`config.mk`:
```
export PLATFORM = sky130hd
export DESIGN_NAME = watch_standby_seq
export DESIGN_NICKNAME = d
export VERILOG_FILES = /design/src/rtl/wsq_pkg.sv /design/src/rtl/wsq_entry_gate.sv /design/src/rtl/wsq_recover_timer.sv /design/src/rtl/wsq_clk_ctrl.sv /design/src/rtl/watch_standby_seq.sv
export SDC_FILE = /design/constraint.sdc
export NUM_CORES = 1
export LEC_CHECK = 0
export ABC_AREA = 1
export BUFFER_PORTS_ARGS = -buffer_cell sky130_fd_sc_hd__buf_2
export CAP_MARGIN = 20
export CORE_AREA = 2 2 39 41
export CTS_BUF_LIST = sky130_fd_sc_hd__clkbuf_4 sky130_fd_sc_hd__clkbuf_8
export DETAILED_ROUTE_END_ITERATION = 8
export DIE_AREA = 0 0 41 43
export PLACE_DENSITY = 0.79
export SKIP_LAST_GASP = 1
export SLEW_MARGIN = 25
export SYNTH_ARGS = -nofsm -noshare
export SYNTH_HDL_FRONTEND = slang
export SYNTH_SLANG_ARGS = --single-unit
```
`constraint.sdc`:
```
create_clock -name clk -period 1.3 [get_ports clk]
set_input_delay 0.065 -clock clk [delete_from_list [all_inputs] [get_ports clk]]
set_output_delay 0.065 -clock clk [all_outputs]
set_load 0.02 [all_outputs]
```
`src/rtl/wsq_pkg.sv`:
```
package wsq_pkg;

  typedef enum logic [1:0] {
    ST_RUN     = 2'd0,
    ST_WATCH   = 2'd1,
    ST_RECOVER = 2'd2
  } wsq_state_e;

  localparam logic [2:0] MODE_SUBOSC = 3'b000;
  localparam logic [2:0] MODE_SUBCR  = 3'b100;

  // Watch entry is legal only from a slow-oscillator clock mode.
  function automatic logic mode_allows_watch(input logic [2:0] mode);
    return (mode == MODE_SUBOSC) || (mode == MODE_SUBCR);
  endfunction

  // The flash needs its recovery wait unless deep standby is set or code runs from RAM.
  function automatic logic needs_flash_wait(input logic deep, input logic ram);
    return !deep && !ram;
  endfunction

endpackage

```
`src/rtl/wsq_entry_gate.sv`:
```
module wsq_entry_gate
  import wsq_pkg::*;
(
  input  logic       watch_req,
  input  logic [2:0] clk_mode,
  input  logic       wake_evt,
  input  logic       in_run,
  output logic       enter_ok,
  output logic       enter_cr
);

  logic mode_ok;

  assign mode_ok  = mode_allows_watch(clk_mode);
  // A concurrent wake cancels the request (wake wins).
  assign enter_ok = in_run && watch_req && mode_ok && !wake_evt;
  assign enter_cr = (clk_mode == MODE_SUBCR);

endmodule

```
`src/rtl/wsq_recover_timer.sv`:
```
module wsq_recover_timer #(
  parameter int RECOV_CYCLES = 8
) (
  input  logic clk,
  input  logic rst_n,
  input  logic load,
  input  logic active,
  output logic expired
);

  localparam int CW = $clog2(RECOV_CYCLES + 1);
  localparam logic [CW-1:0] LOAD_VAL = CW'(RECOV_CYCLES - 1);

  logic [CW-1:0] cnt_q;

  always_ff @(posedge clk or negedge rst_n) begin
    if (!rst_n) begin
      cnt_q <= '0;
    end else if (load) begin
      cnt_q <= LOAD_VAL;
    end else if (active && cnt_q != '0) begin
      cnt_q <= cnt_q - 1'b1;
    end
  end

  assign expired = active && (cnt_q == '0);

  initial begin
    assert_cycles_positive_R5: assert (RECOV_CYCLES >= 1);
  end

  // The count never runs while a new load is being applied.
  assert_no_load_when_active_R5: assert property (@(posedge clk) disable iff (!rst_n)
    load |-> !active);

endmodule

```
`src/rtl/wsq_clk_ctrl.sv`:
```
module wsq_clk_ctrl
  import wsq_pkg::*;
(
  input  wsq_state_e state,
  input  logic       cap_cr,
  input  logic       cap_hiz,
  input  logic       wdt_stby_en,
  output logic       cpu_clk_en,
  output logic       periph_clk_en,
  output logic       subosc_en,
  output logic       subcr_en,
  output logic       prescaler_en,
  output logic       pin_hold,
  output logic       pin_hiz
);

  logic watching;

  assign watching      = (state == ST_WATCH);
  assign cpu_clk_en    = (state == ST_RUN);
  assign periph_clk_en = !watching;
  assign subosc_en     = 1'b1;
  assign prescaler_en  = 1'b1;
  assign subcr_en      = !watching || cap_cr || wdt_stby_en;
  assign pin_hold      = watching && !cap_hiz;
  assign pin_hiz       = watching && cap_hiz;

endmodule

```
`src/rtl/watch_standby_seq.sv`:
```
module watch_standby_seq
  import wsq_pkg::*;
#(
  parameter int RECOV_CYCLES = 8
) (
  input  logic       clk,
  input  logic       rst_n,
  input  logic [2:0] clk_mode,
  input  logic       watch_req,
  input  logic       pin_hiz_sel,
  input  logic       deep_stby,
  input  logic       ram_exec,
  input  logic       wdt_stby_en,
  input  logic       watch_irq,
  input  logic       ext_irq,
  output logic       cpu_clk_en,
  output logic       periph_clk_en,
  output logic       subosc_en,
  output logic       subcr_en,
  output logic       prescaler_en,
  output logic       pin_hold,
  output logic       pin_hiz,
  output logic       in_watch,
  output logic       in_recover,
  output logic       wake_done
);

  localparam int LW = $clog2(RECOV_CYCLES + 2);

  wsq_state_e state_q, state_d;
  logic boot_pend_q, cap_cr_q, cap_hiz_q, done_q;
  logic wake_evt, need_wait, enter_ok, enter_cr, rec_load, rec_expired;
  logic run_idle;

  assign wake_evt  = watch_irq | ext_irq;
  assign need_wait = needs_flash_wait(deep_stby, ram_exec);
  assign run_idle  = (state_q == ST_RUN) && !boot_pend_q;

  wsq_entry_gate u_gate (
    .watch_req (watch_req),
    .clk_mode  (clk_mode),
    .wake_evt  (wake_evt),
    .in_run    (run_idle),
    .enter_ok  (enter_ok),
    .enter_cr  (enter_cr)
  );

  always_comb begin
    state_d  = state_q;
    rec_load = 1'b0;
    unique case (state_q)
      ST_RUN: begin
        if (boot_pend_q) begin
          if (need_wait) begin
            state_d  = ST_RECOVER;
            rec_load = 1'b1;
          end
        end else if (enter_ok) begin
          state_d = ST_WATCH;
        end
      end
      ST_WATCH: begin
        if (wake_evt) begin
          if (need_wait) begin
            state_d  = ST_RECOVER;
            rec_load = 1'b1;
          end else begin
            state_d = ST_RUN;
          end
        end
      end
      ST_RECOVER: begin
        if (rec_expired) state_d = ST_RUN;
      end
      default: state_d = ST_RUN;
    endcase
  end

  always_ff @(posedge clk or negedge rst_n) begin
    if (!rst_n) begin
      state_q     <= ST_RUN;
      boot_pend_q <= 1'b1;
      cap_cr_q    <= 1'b0;
      cap_hiz_q   <= 1'b0;
      done_q      <= 1'b0;
    end else begin
      state_q     <= state_d;
      boot_pend_q <= 1'b0;
      if (state_q == ST_RUN && state_d == ST_WATCH) begin
        cap_cr_q  <= enter_cr;
        cap_hiz_q <= pin_hiz_sel;
      end
      done_q <= (state_q != ST_RUN) && (state_d == ST_RUN);
    end
  end

  wsq_recover_timer #(.RECOV_CYCLES(RECOV_CYCLES)) u_timer (
    .clk     (clk),
    .rst_n   (rst_n),
    .load    (rec_load),
    .active  (state_q == ST_RECOVER),
    .expired (rec_expired)
  );

  wsq_clk_ctrl u_ctrl (
    .state         (state_q),
    .cap_cr        (cap_cr_q),
    .cap_hiz       (cap_hiz_q),
    .wdt_stby_en   (wdt_stby_en),
    .cpu_clk_en    (cpu_clk_en),
    .periph_clk_en (periph_clk_en),
    .subosc_en     (subosc_en),
    .subcr_en      (subcr_en),
    .prescaler_en  (prescaler_en),
    .pin_hold      (pin_hold),
    .pin_hiz       (pin_hiz)
  );

  assign in_watch   = (state_q == ST_WATCH);
  assign in_recover = (state_q == ST_RECOVER);
  assign wake_done  = done_q;

  // Length of the current recovery stay, kept for the checks below.
  logic [LW-1:0] rec_len_q;
  always_ff @(posedge clk or negedge rst_n) begin
    if (!rst_n)          rec_len_q <= '0;
    else if (in_recover) rec_len_q <= rec_len_q + 1'b1;
    else                 rec_len_q <= '0;
  end

  assert_entry_mode_R1: assert property (@(posedge clk) disable iff (!rst_n)
    $rose(in_watch) |-> ($past(clk_mode) == 3'b000 || $past(clk_mode) == 3'b100));

  assert_watch_clocks_R2: assert property (@(posedge clk) disable iff (!rst_n)
    in_watch |-> (!cpu_clk_en && !periph_clk_en && subosc_en && prescaler_en));

  assert_pins_exclusive_R3: assert property (@(posedge clk) disable iff (!rst_n)
    in_watch |-> (pin_hold ^ pin_hiz));

  assert_pins_idle_R3: assert property (@(posedge clk) disable iff (!rst_n)
    !in_watch |-> (!pin_hold && !pin_hiz));

  assert_wake_only_R4: assert property (@(posedge clk) disable iff (!rst_n)
    $fell(in_watch) |-> $past(watch_irq || ext_irq));

  assert_recover_bound_R5: assert property (@(posedge clk) disable iff (!rst_n)
    in_recover |-> (int'(rec_len_q) < RECOV_CYCLES));

  assert_recover_len_R5: assert property (@(posedge clk) disable iff (!rst_n)
    $fell(in_recover) |-> (int'($past(rec_len_q)) == RECOV_CYCLES - 1));

  assert_recover_sleep_R5: assert property (@(posedge clk) disable iff (!rst_n)
    in_recover |-> (!cpu_clk_en && periph_clk_en && !in_watch));

  assert_direct_return_R6: assert property (@(posedge clk) disable iff (!rst_n)
    (in_watch && (watch_irq || ext_irq) && (deep_stby || ram_exec)) |=> cpu_clk_en);

  assert_wdt_keep_R7: assert property (@(posedge clk) disable iff (!rst_n)
    (in_watch && wdt_stby_en) |-> subcr_en);

  assert_wake_beats_req_R8: assert property (@(posedge clk) disable iff (!rst_n)
    (cpu_clk_en && (watch_irq || ext_irq)) |=> !in_watch);

  assert_done_pulse_R9: assert property (@(posedge clk) disable iff (!rst_n)
    wake_done |-> (cpu_clk_en && $past(in_watch || in_recover)));

  assert_done_single_R9: assert property (@(posedge clk) disable iff (!rst_n)
    wake_done |=> !wake_done);

endmodule

```
**Word level (Yosys, flattened, before mapping)**

Index checks and enable logic that the tools add are counted.

- Add/sub/neg operators: 1
- Eq/ne operators: 4
- Muxes and demuxes: 13
- Bitwise operators: 1
- Reduce and logical (&&, ||, !) cells: 27

Operators by type and width:

| operator | number |
|---|---|
| $mux 2 | 6 |
| $logic_and 1x1->1 | 11 |
| $mux 4 | 2 |
| $logic_not 1->1 | 6 |
| $pmux 2 s3 | 1 |
| $eq 2x1->1 const B | 2 |
| $logic_not 2->1 | 2 |
| $logic_not 4->1 | 1 |
| $reduce_bool 2->1 | 2 |
| $reduce_bool 4->1 | 1 |
| $sub 4x1->4 const B | 1 |
| $eq 3x3->1 const B | 1 |
| $logic_not 3->1 | 1 |
| $logic_or 1x1->1 | 3 |
| $mux 1 | 3 |
| $eq 2x2->1 const B | 1 |
| $pmux 1 s2 | 1 |
| $or 1x1->1 | 1 |

- Register bits after elaboration: 10
- Output and inout port bits: 10
- Logic and storage cells: 52

**Logic depth before layout (Yosys ltp)**

- Word-level depth: 10
- Gate-level depth with buffers: 7

**By module**

Synthesis repeated with hierarchy kept, for this count alone.

- Cell total of the unflattened synthesis: 98
- Area, all modules: 674.4 um^2

Modules (own cells, without submodules):

| module | instances | cells an instance | area an instance (um^2) | seq. area each (um^2) |
|---|---|---|---|---|
| watch_standby_seq | 1 | 42 | 330.3 | 151.4 |
| wsq_recover_timer | 1 | 35 | 249.0 | 100.1 |
| wsq_clk_ctrl | 1 | 13 | 58.8 | 0.0 |
| wsq_entry_gate | 1 | 8 | 36.3 | 0.0 |

**Worst setup path after synthesis**

OpenSTA, ideal clock, no wires.

- Path type: register to register
- Start point: register state_q[0]
- End point: register cap_hiz_q
- Library setup time: 0.116 ns
- Arrival: 1.097 ns
- Required time: 1.184 ns
- Slack: 0.087 ns
- Stages on the path, launching flop included: 7
- Clock period less this slack: 1.213 ns
- Path through: dfrtp_1 nor2_2 nand3_2 nor2_2 nand2_2 nand2_1 nand2_1

- Longest elaborated chain between the ends: 10
- Elaborated cells on any way between the ends: 16
- Classes of those cells: 3 x eq/ne; 6 x mux; 7 x reduce/logical

RTL lines:

| element | RTL line | source |
|---|---|---|
| start: declaration | watch_standby_seq.sv:30 | `wsq_state_e state_q, state_d;` |
| start signal: assignment | watch_standby_seq.sv:87 | `state_q <= state_d;` |
| $logic_not 2->1 (*) | -- |  |
| via cpu_clk_en | watch_standby_seq.sv:16 | `output logic cpu_clk_en,` |
| $logic_and 1x1->1 | watch_standby_seq.sv:37 | `assign run_idle = (state_q == ST_RUN) && !boot_pend_q;` |
| $logic_and 1x1->1 (3 in a row) | wsq_entry_gate.sv:16 | `assign enter_ok = in_run && watch_req && mode_ok && !wake_evt;` |
| $mux 2 | watch_standby_seq.sv:58 | `end else if (enter_ok) begin` |
| $mux 2 | watch_standby_seq.sv:53 | `if (boot_pend_q) begin` |
| $pmux 2 s3 | watch_standby_seq.sv:51 | `unique case (state_q)` |
| $eq 2x1->1 | watch_standby_seq.sv:89 | `if (state_q == ST_RUN && state_d == ST_WATCH) begin` |
| $logic_and 1x1->1 (*) | watch_standby_seq.sv:89 |  |
| end signal: assignment | watch_standby_seq.sv:91 | `cap_hiz_q <= pin_hiz_sel;` |
| end: declaration | watch_standby_seq.sv:31 | `logic boot_pend_q, cap_cr_q, cap_hiz_q, done_q;` |

Mark *: on every way through the listed nets, which the timed path passes. The rest lies on a longest branch.
A chain may end at the register's enable or synchronous reset.

**Final worst setup path**

- Start point: register state_q[1]
- End point: output pin_hiz

- Longest elaborated chain between the ends: 2

RTL lines:

| element | RTL line | source |
|---|---|---|
| $eq 2x1->1 | wsq_clk_ctrl.sv:19 | `assign watching = (state == ST_WATCH);` |
| $logic_and 1x1->1 | wsq_clk_ctrl.sv:26 | `assign pin_hiz = watching && cap_hiz;` |
| end: declaration | watch_standby_seq.sv:22 | `output logic pin_hiz,` |

Every way passes these cells.

==> metrics <==
status finished clean; sequential cell area fraction in the yosys report roughly two fifths; Clock Tree Buf Depth 2; Die ar. between 1500 and 2000 um2; hold path depth 3; Final ANT Viol Nets 0; H-tree depth 1; first-pass GRT wire length approximately 1700 um; Reg power frac 35.9%; drt wl/cell just over 9 um; Placer Congestion roughly 0.67; setup TNS 0 ns; worst reg-to-reg path cell count 7; Crit. End Element output port; final WL 1090 um; Worst Path Required about 1.2 ns; Die Wd approximately 41 um; layout cells sized above 1 roughly 40%; # diodes 0; total grt overflow 0; Area Overhead vs Synth 26.2%; RSZ-0062 raised after global routing no; TritonRoute pass-1 iters 2; critical path startpoint category flip-flop; Int Pwr between 800 and 900 uW; WS Path Type flip-flop to output port; Yosys warnings 0; worst r2r src u_timer.cnt_q[1]; fmax about 810 MHz; root buffer cell clkbuf_4; PortBufs 19; Clock Latency Late Sink roughly 0.27 ns; largest net degree at the start of global routing 11; max-cap viol count 0; Num CTS Buffers 3; critical path peak fanout 6; P per Cell Area 1810 nW/um2; Initial Util roughly 44%; final setup violation count 0; dpl hpwl 895 um; drc violations 0; Final Non-Filler Cells 116; clock tree from TritonCTS built; switching power between 500 and 600 uW; Final Hold Violating Endpoints 0; final slew viol count 0; CTS clk-pin slew, worst paths around 0.07 ns; vias in the first global route 480; Avg Synthesized Cell Area between 7 and 8 um2; vias 521; Worst Skew 0.00110 ns; origin of the worst setup path state_q[1]; Syn Std Cell Area 607 um2; Comb power frac between 40 and 50%; placed cell count between 100 and 150; synthesized instance count 76; initial antenna violation count 0; CP arrival 1.18 ns; chip height around 43 um; #FFs+latches synth 10; Worst VDD drop approximately 0.86 mV; io pins 22; # fillers approximately 140; hold path startpoint pin_hiz_sel; Core Box Area about 1400 um2; class of the worst hold path input pin to flip-flop; min Tclk post-route approximately 1.2 ns; library cells used by synthesis 21; switching share of power approximately two fifths; Post-Place Cell Area a little over 700 um2; GRT Total Usage 14.9%; Initial DRC Count 3; LEAKAGE between 0.0004 and 0.0005 uW; post-route cell area roughly 770 um2; fin nets ~120; Sink Count 10; # rows 14; Vias/cell ~4.5; period utilisation layout a little over nine tenths; Clock power frac roughly a fifth
layout make-up:
class | count | area (um2) | share of cell area, %
clock buffer | 4 | 36.3 | 4.74
inverter | 13 | 48.8 | 6.37
multi-input combinational | 52 | 295 | 38.6
sequential | 10 | 253 | 33.0
tap | 16 | 20.0 | 2.61
timing repair buffer | 21 | 113 | 14.7
through the flow:
step                      utilization (%)  power (uW)  hold WS, ns  worst slack (ns)
after CTS                            55.2        1410       0.0222            0.0394
final                                55.3        1390       0.0280            0.0582
after global routing                 55.3        1500       0.0480          0.000338
after detailed placement             51.9        1110      -0.0568             0.114
after floorplan                         -         945       -0.231            0.0867
after global placement               51.9        1090      -0.0587             0.144
final timing paths:
check / slack, ns / end
max in group asynchronous: 0.86 / boot_pend_q
setup reg to reg: 0.10 / u_timer.cnt_q[0]
hold reg to reg: 0.48 / cap_cr_q
hold / removal: 0.03 / cap_hiz_q
min in group asynchronous: 0.19 / cap_hiz_q
setup / recovery: 0.06 / pin_hiz
flip-flops by register name (all words and copies together) (netlist names):
| name | count |
|---|---|
| state_q | 2 |
| boot_pend_q | 1 |
| u_timer.cnt_q | 4 |
| cap_hiz_q | 1 |
| cap_cr_q | 1 |
| wake_done | 1 |
kinds of logic (layout without fill, tap and decap cells):
kind of cell	after synthesis	count (layout)	synth area share, %
flops	10	10	41.4
simple gates	44	44	39.8
other cells	2	3	1.24
fa+ha+maj	2	2	4.12
buf+inv	15	38	10.5
compound gates	3	3	2.89
layer usage:
layer | vias up | wire length, um | global-route usage, %
met2 | 15 | 550 | 25.3
met4 | 0 | 17 | 8.00
met1 | 230 | 448 | 14.8
met3 | 2 | 69 | 4.71
met5 | - | 0 | 0
li1 | 274 | - | -
power groups by stage:
stage	Clock, uW	Combinational [uW]	Sequential, uW
after floorplan	0	452	493
after global placement	0	593	494
after detailed placement	0	612	500
after CTS	294	617	498
after global routing	304	681	511
final	285	604	497
layout by cell type (no fill, tap or decap), types with 2 or more instances in the layout:
| master | netlist | routed |
|---|---|---|
| nor2_1 | 6 | 6 |
| ha_1 | 2 | 2 |
| nand2_1 | 15 | 15 |
| inv_1 | 12 | 12 |
| conb_1 | 2 | 3 |
| nand3_1 | 9 | 9 |
| nand2_4 | 2 | 2 |
| clkbuf_4 | 0 | 3 |
| nand2_2 | 3 | 3 |
| buf_2 | 0 | 19 |
| dfrtp_1 | 9 | 8 |
| nor2_2 | 4 | 4 |
cells in the mapped netlist:
| cell | count | area share [%] |
|---|---|---|
| nand2_1 | 15 | 9.3 |
| inv_1 | 12 | 7.4 |
| dfrtp_1 | 9 | 37 |
| nand3_1 | 9 | 7.4 |
| nor2_1 | 6 | 3.7 |
| nor2_2 | 4 | 4.1 |
| nand2_2 | 3 | 3.1 |
| buf_4 | 2 | 2.5 |
| conb_1 | 2 | 1.2 |
| ha_1 | 2 | 4.1 |
| nand2_4 | 2 | 3.7 |
| a21oi_1 | 1 | 0.82 |
| dfstp_2 | 1 | 4.3 |
| inv_2 | 1 | 0.62 |
| nand3_2 | 1 | 1.6 |
| nand3_4 | 1 | 2.9 |
| nand4_1 | 1 | 1.0 |
| nor2_4 | 1 | 1.9 |
| o211ai_1 | 1 | 1.2 |
| o21ai_0 | 1 | 0.82 |
| or2_2 | 1 | 1.0 |
worst max-delay path: stages, from the launching register on:
cell and delay [ns]:
dfrtp_2 0.44, inv_2 0.11, nand2_4 0.08, nor2_1 0.11, buf_2 0.17
repair_timing:
item / CTS / global route
endpoints found under the hold margin: 10 / 0
resized for setup: 0 / 1
setup endpoints to repair: 0 / 3
buffers inserted: 0 / 0
hold buffers: 1 / 0
Note: power is estimated with default switching activity, not from simulation.
